**config.mk**
```make
export PLATFORM = sky130hd
export DESIGN_NAME = xfer_count_ctl
export DESIGN_NICKNAME = d
export VERILOG_FILES = /design/src/rtl/xfc_pkg.sv /design/src/rtl/xfc_count_regs.sv /design/src/rtl/xfc_cmd_decode.sv /design/src/rtl/xfc_len_calc.sv /design/src/rtl/xfer_count_ctl.sv
export SDC_FILE = /design/constraint.sdc
export NUM_CORES = 1
export LEC_CHECK = 0
export BUFFER_PORTS_ARGS = -buffer_cell sky130_fd_sc_hd__buf_2
export CAP_MARGIN = 20
export CELL_PAD_IN_SITES_DETAIL_PLACEMENT = 1
export CELL_PAD_IN_SITES_GLOBAL_PLACEMENT = 1
export CORE_UTILIZATION = 40
export DETAILED_ROUTE_END_ITERATION = 12
export PLACE_DENSITY_LB_ADDON = 0.1
export SLEW_MARGIN = 20
export SYNTH_ARGS = -nofsm -noshare
export SYNTH_HDL_FRONTEND = slang
export SYNTH_SLANG_ARGS = --single-unit
```
**constraint.sdc**
```tcl
create_clock -name clk -period 3 [get_ports clk]
set_input_delay 0 -clock clk [delete_from_list [all_inputs] [get_ports clk]]
set_output_delay 0 -clock clk [all_outputs]
set_load 0.02 [all_outputs]
```
**src/rtl/xfc_pkg.sv**
```systemverilog
package xfc_pkg;

    localparam int NBYTES   = 3;
    localparam int CNT_W    = 8 * NBYTES;
    localparam int LEN_W    = CNT_W + 1;
    localparam int PEND_W   = LEN_W + 1;
    localparam int ADDR_W   = 4;
    localparam int ZERO_LEN = 65536;

    localparam logic [ADDR_W-1:0] A_CNT_LO = 4'h0;
    localparam logic [ADDR_W-1:0] A_CNT_HI = 4'h2;
    localparam logic [ADDR_W-1:0] A_CMD    = 4'h3;
    localparam logic [ADDR_W-1:0] A_STAT   = 4'h4;
    localparam logic [ADDR_W-1:0] A_CFG1   = 4'h8;

    localparam logic [7:0] CFG1_RST = 8'h07;
    localparam int         TZ_BIT   = 4;

    typedef enum logic [6:0] {
        OP_NOP        = 7'h00,
        OP_FLUSH      = 7'h01,
        OP_RESET      = 7'h02,
        OP_BUS_RESET  = 7'h03,
        OP_XFER       = 7'h10,
        OP_COMPLETE   = 7'h11,
        OP_MSG_ACCEPT = 7'h12,
        OP_PAD        = 7'h18,
        OP_SEL        = 7'h41,
        OP_SEL_ATN    = 7'h42,
        OP_SEL_STOP   = 7'h43,
        OP_SEL_ON     = 7'h44,
        OP_SEL_OFF    = 7'h45
    } xfc_op_e;

    typedef struct packed {
        logic       dma;
        logic [6:0] op;
    } xfc_cmd_t;

    function automatic logic is_known_op(input logic [6:0] op);
        case (op)
            OP_NOP, OP_FLUSH, OP_RESET, OP_BUS_RESET, OP_XFER, OP_COMPLETE,
            OP_MSG_ACCEPT, OP_PAD, OP_SEL, OP_SEL_ATN, OP_SEL_STOP,
            OP_SEL_ON, OP_SEL_OFF: return 1'b1;
            default:               return 1'b0;
        endcase
    endfunction

    function automatic logic [PEND_W-1:0] magnitude(input logic signed [PEND_W-1:0] p);
        return p[PEND_W-1] ? PEND_W'(-p) : PEND_W'(p);
    endfunction

endpackage

```
**src/rtl/xfc_count_regs.sv**
```systemverilog
module xfc_count_regs
    import xfc_pkg::*;
(
    input  logic              clk,
    input  logic              rst,
    input  logic              wr,
    input  logic [ADDR_W-1:0] addr,
    input  logic [7:0]        wdata,
    input  logic              reload,
    input  logic              tc_event,
    input  logic              xfer_dma,
    output logic [CNT_W-1:0]  shadow,
    output logic [CNT_W-1:0]  working,
    output logic              hi_written,
    output logic              tz_flag
);

    logic [7:0] shadow_b  [NBYTES];
    logic [7:0] working_b [NBYTES];
    logic       cnt_wr;

    always_comb begin
        cnt_wr = 1'b0;
        for (int b = 0; b < NBYTES; b++) begin
            if (wr && addr == A_CNT_LO + ADDR_W'(b)) cnt_wr = 1'b1;
        end
    end

    always_ff @(posedge clk) begin
        if (rst) begin
            for (int b = 0; b < NBYTES; b++) begin
                shadow_b[b]  <= '0;
                working_b[b] <= '0;
            end
        end else begin
            for (int b = 0; b < NBYTES; b++) begin
                if (wr && addr == A_CNT_LO + ADDR_W'(b)) shadow_b[b] <= wdata;
                if (reload) working_b[b] <= shadow_b[b];
            end
        end
    end

    for (genvar g = 0; g < NBYTES; g++) begin : g_pack
        assign shadow[g*8 +: 8]  = shadow_b[g];
        assign working[g*8 +: 8] = working_b[g];
    end

    always_ff @(posedge clk) begin
        if (rst) begin
            hi_written <= 1'b0;
            tz_flag    <= 1'b0;
        end else begin
            if (wr && addr == A_CNT_HI) hi_written <= 1'b1;
            if (cnt_wr || xfer_dma)  tz_flag <= 1'b0;
            else if (tc_event)       tz_flag <= 1'b1;
        end
    end


    count_clr_chk: assert property (@(posedge clk) disable iff (rst)
        cnt_wr |=> !tz_flag);


    xfer_clr_chk: assert property (@(posedge clk) disable iff (rst)
        xfer_dma |=> !tz_flag);

endmodule

```
**src/rtl/xfc_cmd_decode.sv**
```systemverilog
module xfc_cmd_decode
    import xfc_pkg::*;
(
    input  logic              clk,
    input  logic              rst,
    input  logic              wr,
    input  logic [ADDR_W-1:0] addr,
    input  logic [7:0]        wdata,
    output logic [7:0]        cmd_byte,
    output logic              dma_mode,
    output logic              cmd_stb,
    output logic [6:0]        cmd_op,
    output logic              reload,
    output logic              xfer_now,
    output logic              xfer_dma
);

    xfc_cmd_t in_cmd;
    logic     cmd_wr;

    assign in_cmd   = xfc_cmd_t'(wdata);
    assign cmd_wr   = wr && (addr == A_CMD);
    assign reload   = cmd_wr && in_cmd.dma;
    assign xfer_now = cmd_wr && (in_cmd.op == OP_XFER);
    assign xfer_dma = xfer_now && in_cmd.dma;

    always_ff @(posedge clk) begin
        if (rst) begin
            cmd_byte <= '0;
            dma_mode <= 1'b0;
            cmd_stb  <= 1'b0;
            cmd_op   <= '0;
        end else begin
            cmd_stb <= 1'b0;
            if (cmd_wr) begin
                cmd_byte <= wdata;
                dma_mode <= in_cmd.dma;
                if (is_known_op(in_cmd.op)) begin
                    cmd_stb <= 1'b1;
                    cmd_op  <= in_cmd.op;
                end
            end
        end
    end


    dma_mode_chk: assert property (@(posedge clk) disable iff (rst)
        cmd_wr |=> dma_mode == $past(wdata[7]));


    stb_known_chk: assert property (@(posedge clk) disable iff (rst)
        cmd_stb |-> is_known_op(cmd_op));

endmodule

```
**src/rtl/xfc_len_calc.sv**
```systemverilog
module xfc_len_calc
    import xfc_pkg::*;
(
    input  logic [CNT_W-1:0]         count,
    input  logic signed [PEND_W-1:0] pend,
    output logic [LEN_W-1:0]         len
);

    logic [LEN_W-1:0]  eff;
    logic [PEND_W-1:0] mag;

    always_comb begin
        eff = (count == '0) ? LEN_W'(ZERO_LEN) : LEN_W'(count);
        mag = magnitude(pend);
        if ({1'b0, eff} < mag) len = eff;
        else                   len = mag[LEN_W-1:0];
    end

endmodule

```
**src/rtl/xfer_count_ctl.sv**
```systemverilog
module xfer_count_ctl
    import xfc_pkg::*;
#(
    parameter logic [7:0] CHIP_ID = 8'h12
) (
    input  logic                     clk,
    input  logic                     rst,
    input  logic                     reg_wr,
    input  logic [ADDR_W-1:0]        reg_addr,
    input  logic [7:0]               reg_wdata,
    output logic [7:0]               reg_rdata,
    input  logic                     tc_event,
    input  logic signed [PEND_W-1:0] pend_size,
    output logic                     dma_mode,
    output logic                     cmd_stb,
    output logic [6:0]               cmd_op,
    output logic [LEN_W-1:0]         xfer_len
);

    logic [CNT_W-1:0] shadow, working, len_count;
    logic [LEN_W-1:0] len_next;
    logic [7:0]       cmd_byte, cfg1;
    logic             reload, xfer_now, xfer_dma, hi_written, tz_flag;

    xfc_cmd_decode u_cmd (
        .clk(clk), .rst(rst), .wr(reg_wr), .addr(reg_addr), .wdata(reg_wdata),
        .cmd_byte(cmd_byte), .dma_mode(dma_mode), .cmd_stb(cmd_stb),
        .cmd_op(cmd_op), .reload(reload), .xfer_now(xfer_now), .xfer_dma(xfer_dma)
    );

    xfc_count_regs u_cnt (
        .clk(clk), .rst(rst), .wr(reg_wr), .addr(reg_addr), .wdata(reg_wdata),
        .reload(reload), .tc_event(tc_event), .xfer_dma(xfer_dma),
        .shadow(shadow), .working(working), .hi_written(hi_written),
        .tz_flag(tz_flag)
    );

    assign len_count = reload ? shadow : working;

    xfc_len_calc u_len (
        .count(len_count), .pend(pend_size), .len(len_next)
    );

    always_ff @(posedge clk) begin
        if (rst) begin
            xfer_len <= '0;
            cfg1     <= CFG1_RST;
        end else begin
            if (xfer_now) xfer_len <= len_next;
            if (reg_wr && reg_addr == A_CFG1) cfg1 <= reg_wdata;
        end
    end

    always_comb begin
        case (reg_addr)
            A_CNT_LO:     reg_rdata = working[7:0];
            A_CNT_LO + 1: reg_rdata = working[15:8];
            A_CNT_HI:     reg_rdata = hi_written ? working[23:16] : CHIP_ID;
            A_CMD:        reg_rdata = cmd_byte;
            A_STAT:       reg_rdata = 8'(tz_flag) << TZ_BIT;
            A_CFG1:       reg_rdata = cfg1;
            default:      reg_rdata = '0;
        endcase
    end


    work_hold_chk: assert property (@(posedge clk) disable iff (rst)
        (reg_wr && reg_addr == A_CMD && !reg_wdata[7]) |=> $stable(working));


    len_bound_chk: assert property (@(posedge clk) disable iff (rst)
        (cmd_stb && cmd_op == OP_XFER) |-> {1'b0, xfer_len} <= magnitude($past(pend_size)));


    len_hold_chk: assert property (@(posedge clk) disable iff (rst)
        !xfer_now |=> $stable(xfer_len));

endmodule

```
# Word level (Yosys, flattened, before mapping)
# Memories as Yosys holds them, arrays and structs flattened.
# Index checks and enable logic that the tools add are counted.
[op_classes] add_sub_neg=1 n_bitwise=7 n_reduce_logical=16 mux=32 magnitude_cmp=1 eq_ne=17
[op_table] cell="$mux 8" count=7
[op_table] cell="$mux 24" count=2
[op_table] cell="$pmux 8 s6" count=1
[op_table] cell="$eq 7x7->1 const B" count=5
[op_table] cell="$eq 7x5->1 const B" count=4
[op_table] cell="$lt 25x26->1" count=1
[op_table] cell="$mux 26" count=1
[op_table] cell="$neg 26->26" count=1
[op_table] cell="$mux 25" count=1
[op_table] cell="$logic_not 24->1" count=1
[op_table] cell="$mux 1" count=20
[op_table] cell="$eq 7x2->1 const B" count=2
[op_table] cell="$reduce_or 13->1" count=1
[op_table] cell="$eq 4x2->1 const B" count=2
[op_table] cell="$logic_and 1x1->1" count=8
[op_table] cell="$eq 7x1->1 const B" count=1
[op_table] cell="$logic_not 7->1" count=1
[op_table] cell="$or 1x1->1" count=6
[op_table] cell="$eq 4x1->1 const B" count=1
[op_table] cell="$eq 4x3->1 const B" count=1
[op_table] cell="$eq 4x4->1 const B" count=1
[op_table] cell="$logic_not 4->1" count=1
[op_table] cell="$reduce_or 2->1" count=2
[op_table] cell="$reduce_and 2->1" count=1
[op_table] cell="2 further kinds" count=2
[totals] output_inout_bits=42 regBits=52 mem_count=2 word_cells=84 ram_bits=48 in_bits=42
[memory_table] name="u_cnt.shadow_b" depth=3 width=8 read_ports=3 rd_ports_with_merged_regs=0 wr=3 line_no="xfc_count_regs.sv:18" rtl="logic [7:0] shadow_b [NBYTES];"
[memory_table] name="u_cnt.working_b" depth=3 width=8 read_ports=3 rd_ports_with_merged_regs=0 wr=3 line_no="xfc_count_regs.sv:19" rtl="logic [7:0] working_b [NBYTES];"

# Longest topological paths before layout
[logic_depth] depth_word=8 depth_mapped=18 mapped_depth_nobuf=16

# By module
# A second synthesis with hierarchy kept.
[unflattened] hier_cells=588 area_unflattened_um2=5916.9
[modules_own_cells] mod="xfer_count_ctl" seq_area_each_um2=660.6 cells_each=189 n_inst=1 area_each_um2=1843.0
[modules_own_cells] mod="xfc_count_regs" seq_area_each_um2=1481.4 cells_each=98 n_inst=1 area_each_um2=1791.7
[modules_own_cells] mod="xfc_len_calc" seq_area_each_um2=0.0 cells_each=217 n_inst=1 area_each_um2=1556.5
[modules_own_cells] mod="xfc_cmd_decode" seq_area_each_um2=320.3 cells_each=84 n_inst=1 area_each_um2=725.7

# Worst setup path after synthesis
# No wires, ideal clock.
[synth_path] path_kind="input -> register" from="input port reg_addr[1]" to="register xfer_len[17]" setup_time_ns=0.084 t_required_ns=2.916 arrival_time_ns=2.990 path_stages=15 setup_slack_ns=-0.074 path_buffers=4 cell_sequence="clkbuf_1 > and4b_1 > and2_1 > clkbuf_1 > mux2_2 > ha_1 > a211oi_1 > o21ai_0 > a211oi_1 > o22ai_1 > o22a_1 > buf_6 > buf_6 > and2_1 > o31ai_2"
[synth_via] elab_chain_cells=8 word_cells_on_any_way=9 cone_classes="order compare (1); eq/ne (1); mux (3); reduce/logical (4)"
[synth_rtl] item="from (decl)" line_no="xfer_count_ctl.sv:9" rtl="input logic [ADDR_W-1:0] reg_addr,"
[synth_rtl] item="$eq 4x2->1 *" line_no="xfc_cmd_decode.sv:22" rtl="assign cmd_wr = wr && (addr == A_CMD);"
[synth_rtl] item="$logic_and 1x1->1 *" line_no="xfc_cmd_decode.sv:22"
[synth_rtl] item="$logic_and 1x1->1" line_no="xfc_cmd_decode.sv:23" rtl="assign reload = cmd_wr && in_cmd.dma;"
[synth_rtl] item="$mux 24" line_no="xfer_count_ctl.sv:38" rtl="assign len_count = reload ? shadow : working;"
[synth_rtl] item="$logic_not 24->1" line_no="xfc_len_calc.sv:13" rtl="eff = (count == '0) ? LEN_W'(ZERO_LEN) : LEN_W'(count);"
[synth_rtl] item="$mux 24" line_no="xfc_len_calc.sv:13"
[synth_rtl] item="$lt 25x26->1" line_no="xfc_len_calc.sv:15" rtl="if ({1'b0, eff} < mag) len = eff;"
[synth_rtl] item="$mux 25" line_no="xfc_len_calc.sv:15"
[synth_rtl] item="to (signal assigned)" line_no="xfer_count_ctl.sv:49" rtl="if (xfer_now) xfer_len <= len_next;"
[synth_rtl] item="to (decl)" line_no="xfer_count_ctl.sv:17" rtl="output logic [LEN_W-1:0] xfer_len"
# Mark *: on every way between the ends. The rest lies on a longest branch, timed or not.
# A chain may end at the register's enable or synchronous reset.

# Worst setup path after layout
[layout_path] from="input port pend_size[4]" to="register xfer_len[17]"
[layout_via] elab_chain_cells=4
[layout_rtl] item="from (decl)" line_no="xfer_count_ctl.sv:13" rtl="input logic signed [PEND_W-1:0] pend_size,"
[layout_rtl] item="$neg 26->26" line_no="xfc_pkg.sv:50" rtl="return p[PEND_W-1] ? PEND_W'(-p) : PEND_W'(p);"
[layout_rtl] item="$mux 26 *" line_no="xfc_pkg.sv:50"
[layout_rtl] item="$lt 25x26->1" line_no="xfc_len_calc.sv:15"
[layout_rtl] item="$mux 25 *" line_no="xfc_len_calc.sv:15"
# Marks and branches as above.

==> flow_results.org <==
** Final layout
- The finished cells cover 0.007699 mm2.
- The finished layout holds 913 standard cells, fillers aside.
- Summing all multi-input logic gate instances after layout gives 0.003291 mm2.
- Counting the fill cells in the layout gives 1487.
- Most common cell after layout, fill and taps aside :: sky130_fd_sc_hd__buf_4
- Cells fill 57.00% of the core in the end.
- Register cell area after layout :: 0.002462 mm2
- Leaving out fill and tap cells, the most frequent cells in the layout are 94 x sky130_fd_sc_hd__buf_4, 81 x sky130_fd_sc_hd__buf_2, 51 x sky130_fd_sc_hd__nand2_1, 51 x sky130_fd_sc_hd__dfxtp_1, 48 x sky130_fd_sc_hd__edfxtp_1.
- Layout cells sized above 1 :: 39.21%
- Number of diodes :: 0
- From synthesis to final layout, the design area changed by 36.73%.
- Total Nets Final :: 798

** Drt
- Number of DRC markers after the initial detailed-route iteration :: 327
- Summing over every cut layer, the via total after detailed routing is 5203.
- Mean number of vias per cell :: 5.699
- For this run, design rule violations remaining after detail routing come to 0.
- The first TritonRoute pass finished after 5 iterations.
- Detailed-route wire length per cell :: 21.93 um
- Remaining antenna violation count :: 0
- The final layout contains routed wiring with a total length of 20030 um.

** Yosys
- In the synthesized netlist the dominant register cell turns out to be sky130_fd_sc_hd__dfxtp_1.
- Netlist cell types :: 57
- In the synthesized netlist the async set-or-reset flop fraction comes to 0%.
- Ranked by total cell area, the synthesized netlist is headed by sky130_fd_sc_hd__edfxtp_1 26%, sky130_fd_sc_hd__dfxtp_1 18%, sky130_fd_sc_hd__ha_1 5.3%.
- Cell area after synthesis :: 0.005630 mm2
- By area, the combinational part of the netlist is dominated by simple AND/OR/NAND/NOR gates.
- Simple logic cell fraction of the synthesized area :: 20.89%
- Area share of fa/ha/maj cells after synthesis :: 5.511%
- Of the total synthesized cell area, the portion taken by XOR and XNOR cells is 3.422%.
- Area share of the leading cell type in the synthesized netlist :: 25.60%
- Compound-Gate Fraction of Synth Area :: 13.71%
- Number of synthesis warnings :: 0
- The average instance in the mapped netlist occupies 10.05 um2.
- EDFF count, synth :: 48
- Count of state elements after synthesis :: 99
- Summing the sequential cell areas from Yosys gives 43.73% of the chip area.
- Post-synth net total :: 626
- The portion of synthesized area spent on multiplexers is 9.200%.
- Summed over all instances, the cell type with the most area after synthesis is sky130_fd_sc_hd__edfxtp_1.
- Count of mapped cells out of synthesis :: 560

** Status
- The final reports fail on negative setup slack.
- The flow ran to the end, but the final reports show violations.

** CTS
- Maximum level of the CTS H-tree :: 3
- TritonCTS built the clock tree.
- TritonCTS created 9 clock buffers.
- Clock tree buffer depth :: 2
- After clock tree synthesis, the clock-pin slew on the worst setup and hold paths is 0.08 ns.
- At the later pin of the worst-skew pair, clock insertion delay measures 0.36 ns.
- Clock Root Buffer :: sky130_fd_sc_hd__clkbuf_16
- Clock net sink count :: 99

** Setup path
- Top Family by Delay on Critical Path :: simple AND/OR/NAND/NOR gates
- WP data required :: 3.27 ns
- CP bufs+invs :: 4
- Cell repeated most along the worst path :: sky130_fd_sc_hd__buf_4
- In this design, the stage delay of the slowest critical-path cell is 0.58 ns.
- Arrival time reported for the critical path endpoint :: 3.49 ns
- Walking the worst path, the cells encountered are buf_6 > or4_4 > nor4_4 > buf_4 > nand2_1 > o41ai_2 > buf_4 > xor2_4 > ha_4 > and4_1 > a31oi_2 > o22ai_2 > o22a_4 > clkbuf_16 > and2_4 > o31ai_2.
- Kind of capture point of the worst setup path :: flip-flop
- Setup slack on the worst flop-to-flop path :: -0.18 ns
- Of all nets on the critical path, the largest fanout is 9.
- The critical path in this run is classified as in2reg.
- The worst setup path is launched from an input pin.
- Critical path's slowest cell :: sky130_fd_sc_hd__or4_4

** Floorplanning
- For this configuration, the core starts out at a cell density of 41.69%.
- Number of rows in the core area :: 42
- In this run the vertical extent of the chip is 120.6 um.
- Core footprint :: 0.01351 mm2
- Top Ports :: 84
- The die covers 0.01455 mm2.
- Die Wd :: 120.6 um

** Place
- Placed instance area :: 0.006793 mm2
- DP Cell Count :: 873
- Number of buffers added on ports :: 83
- Estimated wirelength of the detail-placed design :: 13800 um
- Routability Congestion :: 0.9105

** Power
- For this design the ratio of total power to cell area is 427.4 mW/mm2.
- The analysis attributes to cell leakage a power of 3.345 nW.
- IR analysis of the VDD net gives a maximum drop of 621.0 uV.

** GRT
- The first global-routing pass estimated 29260 um of wire.
- Number of antenna violations at the first check in global routing :: 0
- Grt total ovfl :: 0
- Global routing used 26.80% of the available tracks across all layers.
- Vias in the first global route :: 5351
- Entering global routing, the biggest net connects 39 pins.

** Timing
- Setup violations remaining at the end of the flow were counted as 24.
- Worst clock skew on the final layout :: 0.008194 ns
- Setup repair after global routing could not meet its margin everywhere.
- Final worst hold slack :: 0.006203 ns
- Number of slew-limit violations in the final report :: 0
- Highest attainable clock frequency :: 310.3 MHz
- The worst path in the final design needs a cycle of 3.222 ns, including I/O delays and setup.
- For the pin with the worst max-slew slack, the measured transition is 0.8483 ns.
- Measured against its own limit, the worst slew margin works out to 43.33%.
- Share of the clock period used by the worst path :: 107.4%
- Setup slack on the critical path of the routed design comes to -0.2222 ns.
- The count of final hold-check violations came to 0.

** Hold path
- Hold/Removal Path Class :: in2reg

** Job
- Across the run, the number of max-cap violations was 0.
## flip-flops by register name, indices dropped and copies added (netlist names)
signal,count
xfer_len,25
u_cnt.shadow_b,24
u_cnt.working_b,24
cfg1,8
u_cmd.cmd_byte,8
u_cmd.cmd_op,7
u_cmd.cmd_stb,1
u_cnt.hi_written,1
u_cnt.tz_flag,1
## metal layers
| layer | up-vias | global-route usage (%) | share of wire, % |
|---|---|---|---|
| li1 | 2411 | - | - |
| met1 | 2602 | 35.48 | 44 |
| met2 | 161 | 44.47 | 49 |
| met3 | 29 | 3.962 | 4.6 |
| met4 | 0 | 9.414 | 2.1 |
| met5 | - | 0 | 0 |
## final cells by class
type,count,area share (%)
Tap cell,176,2.860
Clock buffer,9,2.925
Inverter,10,0.4876
Multi-Input combinational cell,418,42.74
Timing Repair Buffer,194,17.80
Clock inverter,7,1.203
Sequential cell,99,31.98
## synthesized netlist by cell type (5+ instances only)
library cell               instances
sky130_fd_sc_hd__dfxtp_1          51
sky130_fd_sc_hd__o41ai_1           6
sky130_fd_sc_hd__xor2_1           20
sky130_fd_sc_hd__nor4_1           16
sky130_fd_sc_hd__mux2_2           22
sky130_fd_sc_hd__o211ai_1         11
sky130_fd_sc_hd__mux2i_1          27
sky130_fd_sc_hd__nand4_1           5
sky130_fd_sc_hd__nor2_1           47
sky130_fd_sc_hd__edfxtp_1         48
sky130_fd_sc_hd__a21oi_1           9
sky130_fd_sc_hd__o31ai_1           7
sky130_fd_sc_hd__a22oi_1          13
sky130_fd_sc_hd__nand3b_1         11
sky130_fd_sc_hd__and2_1           41
sky130_fd_sc_hd__buf_2             6
sky130_fd_sc_hd__inv_1            10
sky130_fd_sc_hd__a22o_1            8
sky130_fd_sc_hd__nand2_1          53
sky130_fd_sc_hd__clkbuf_1         23
sky130_fd_sc_hd__nor2b_1           6
sky130_fd_sc_hd__o31ai_2           8
sky130_fd_sc_hd__a211oi_1          5
sky130_fd_sc_hd__nand3_1           5
sky130_fd_sc_hd__nor3_1            5
sky130_fd_sc_hd__ha_1             24
sky130_fd_sc_hd__o21ai_0          22
## kinds of logic after synthesis
logic type	after synthesis
compound gates	105
xor+xnor	22
fa+ha+maj	25
buf+inv	43
flops	99
mux	49
simple gates	217
## worst register-to-register path: stages (launching register included)
cell,delay (ns)
sky130_fd_sc_hd__edfxtp_1,0.41
sky130_fd_sc_hd__or4_4,0.57
sky130_fd_sc_hd__nor4_2,0.15
sky130_fd_sc_hd__nand4b_1,0.14
sky130_fd_sc_hd__nand3_2,0.15
sky130_fd_sc_hd__ha_4,0.22
sky130_fd_sc_hd__o21ai_0,0.22
sky130_fd_sc_hd__nor2_1,0.09
sky130_fd_sc_hd__a211oi_2,0.20
sky130_fd_sc_hd__o22ai_2,0.11
sky130_fd_sc_hd__o22a_4,0.29
sky130_fd_sc_hd__clkbuf_16,0.19
sky130_fd_sc_hd__and2_4,0.16
sky130_fd_sc_hd__o31ai_2,0.18
## final timing paths
check | from | endpoint | depth (start not counted)
max | pend_size[4] | xfer_len[17]$_SDFFE_PP0P_ | 16
max reg2reg | u_cnt.working_b[0][22]$_SDFFCE_PN0P_ | xfer_len[17]$_SDFFE_PP0P_ | 13
min reg2reg | xfer_len[3]$_SDFFE_PP0P_ | xfer_len[3]$_SDFFE_PP0P_ | 1
min | reg_wdata[4] | cfg1[4]$_SDFFE_PP0P_ | 3
## stage by stage
| stage | setup TNS, ns | setup WS, ns | power [mW] |
|---|---|---|---|
| 3_3_place_gp | -8.528 | -0.4073 | 1.928 |
| 6_report | -3.747 | -0.2222 | 3.290 |
| 3_5_place_dp | -11.67 | -0.5605 | 1.948 |
| 4_1_cts | -0.1130 | -0.02314 | 3.235 |
| 2_1_floorplan | 0 | 0.02664 | 1.723 |
| 5_1_grt | -5.670 | -0.2950 | 3.407 |
## power by group
group	switching (mW)	internal, mW	total [mW]	leakage, nW
Clock	0.594	0.670	1.26	0.155
Combinational	0.296	0.244	0.539	2.29
Sequential	0.0359	1.45	1.49	0.899
## timing repair
item / 4_1_cts / 5_1_grt
gates resized for setup: 27 / 43
setup buffers: 9 / 6
endpoints found under the hold margin: 14 / 0
setup endpoints to repair: 24 / 24
pin swaps: 12 / 37
hold buffers: 7 / 0
gates cloned: 1 / 2
Power figures use the tool's default switching activity.
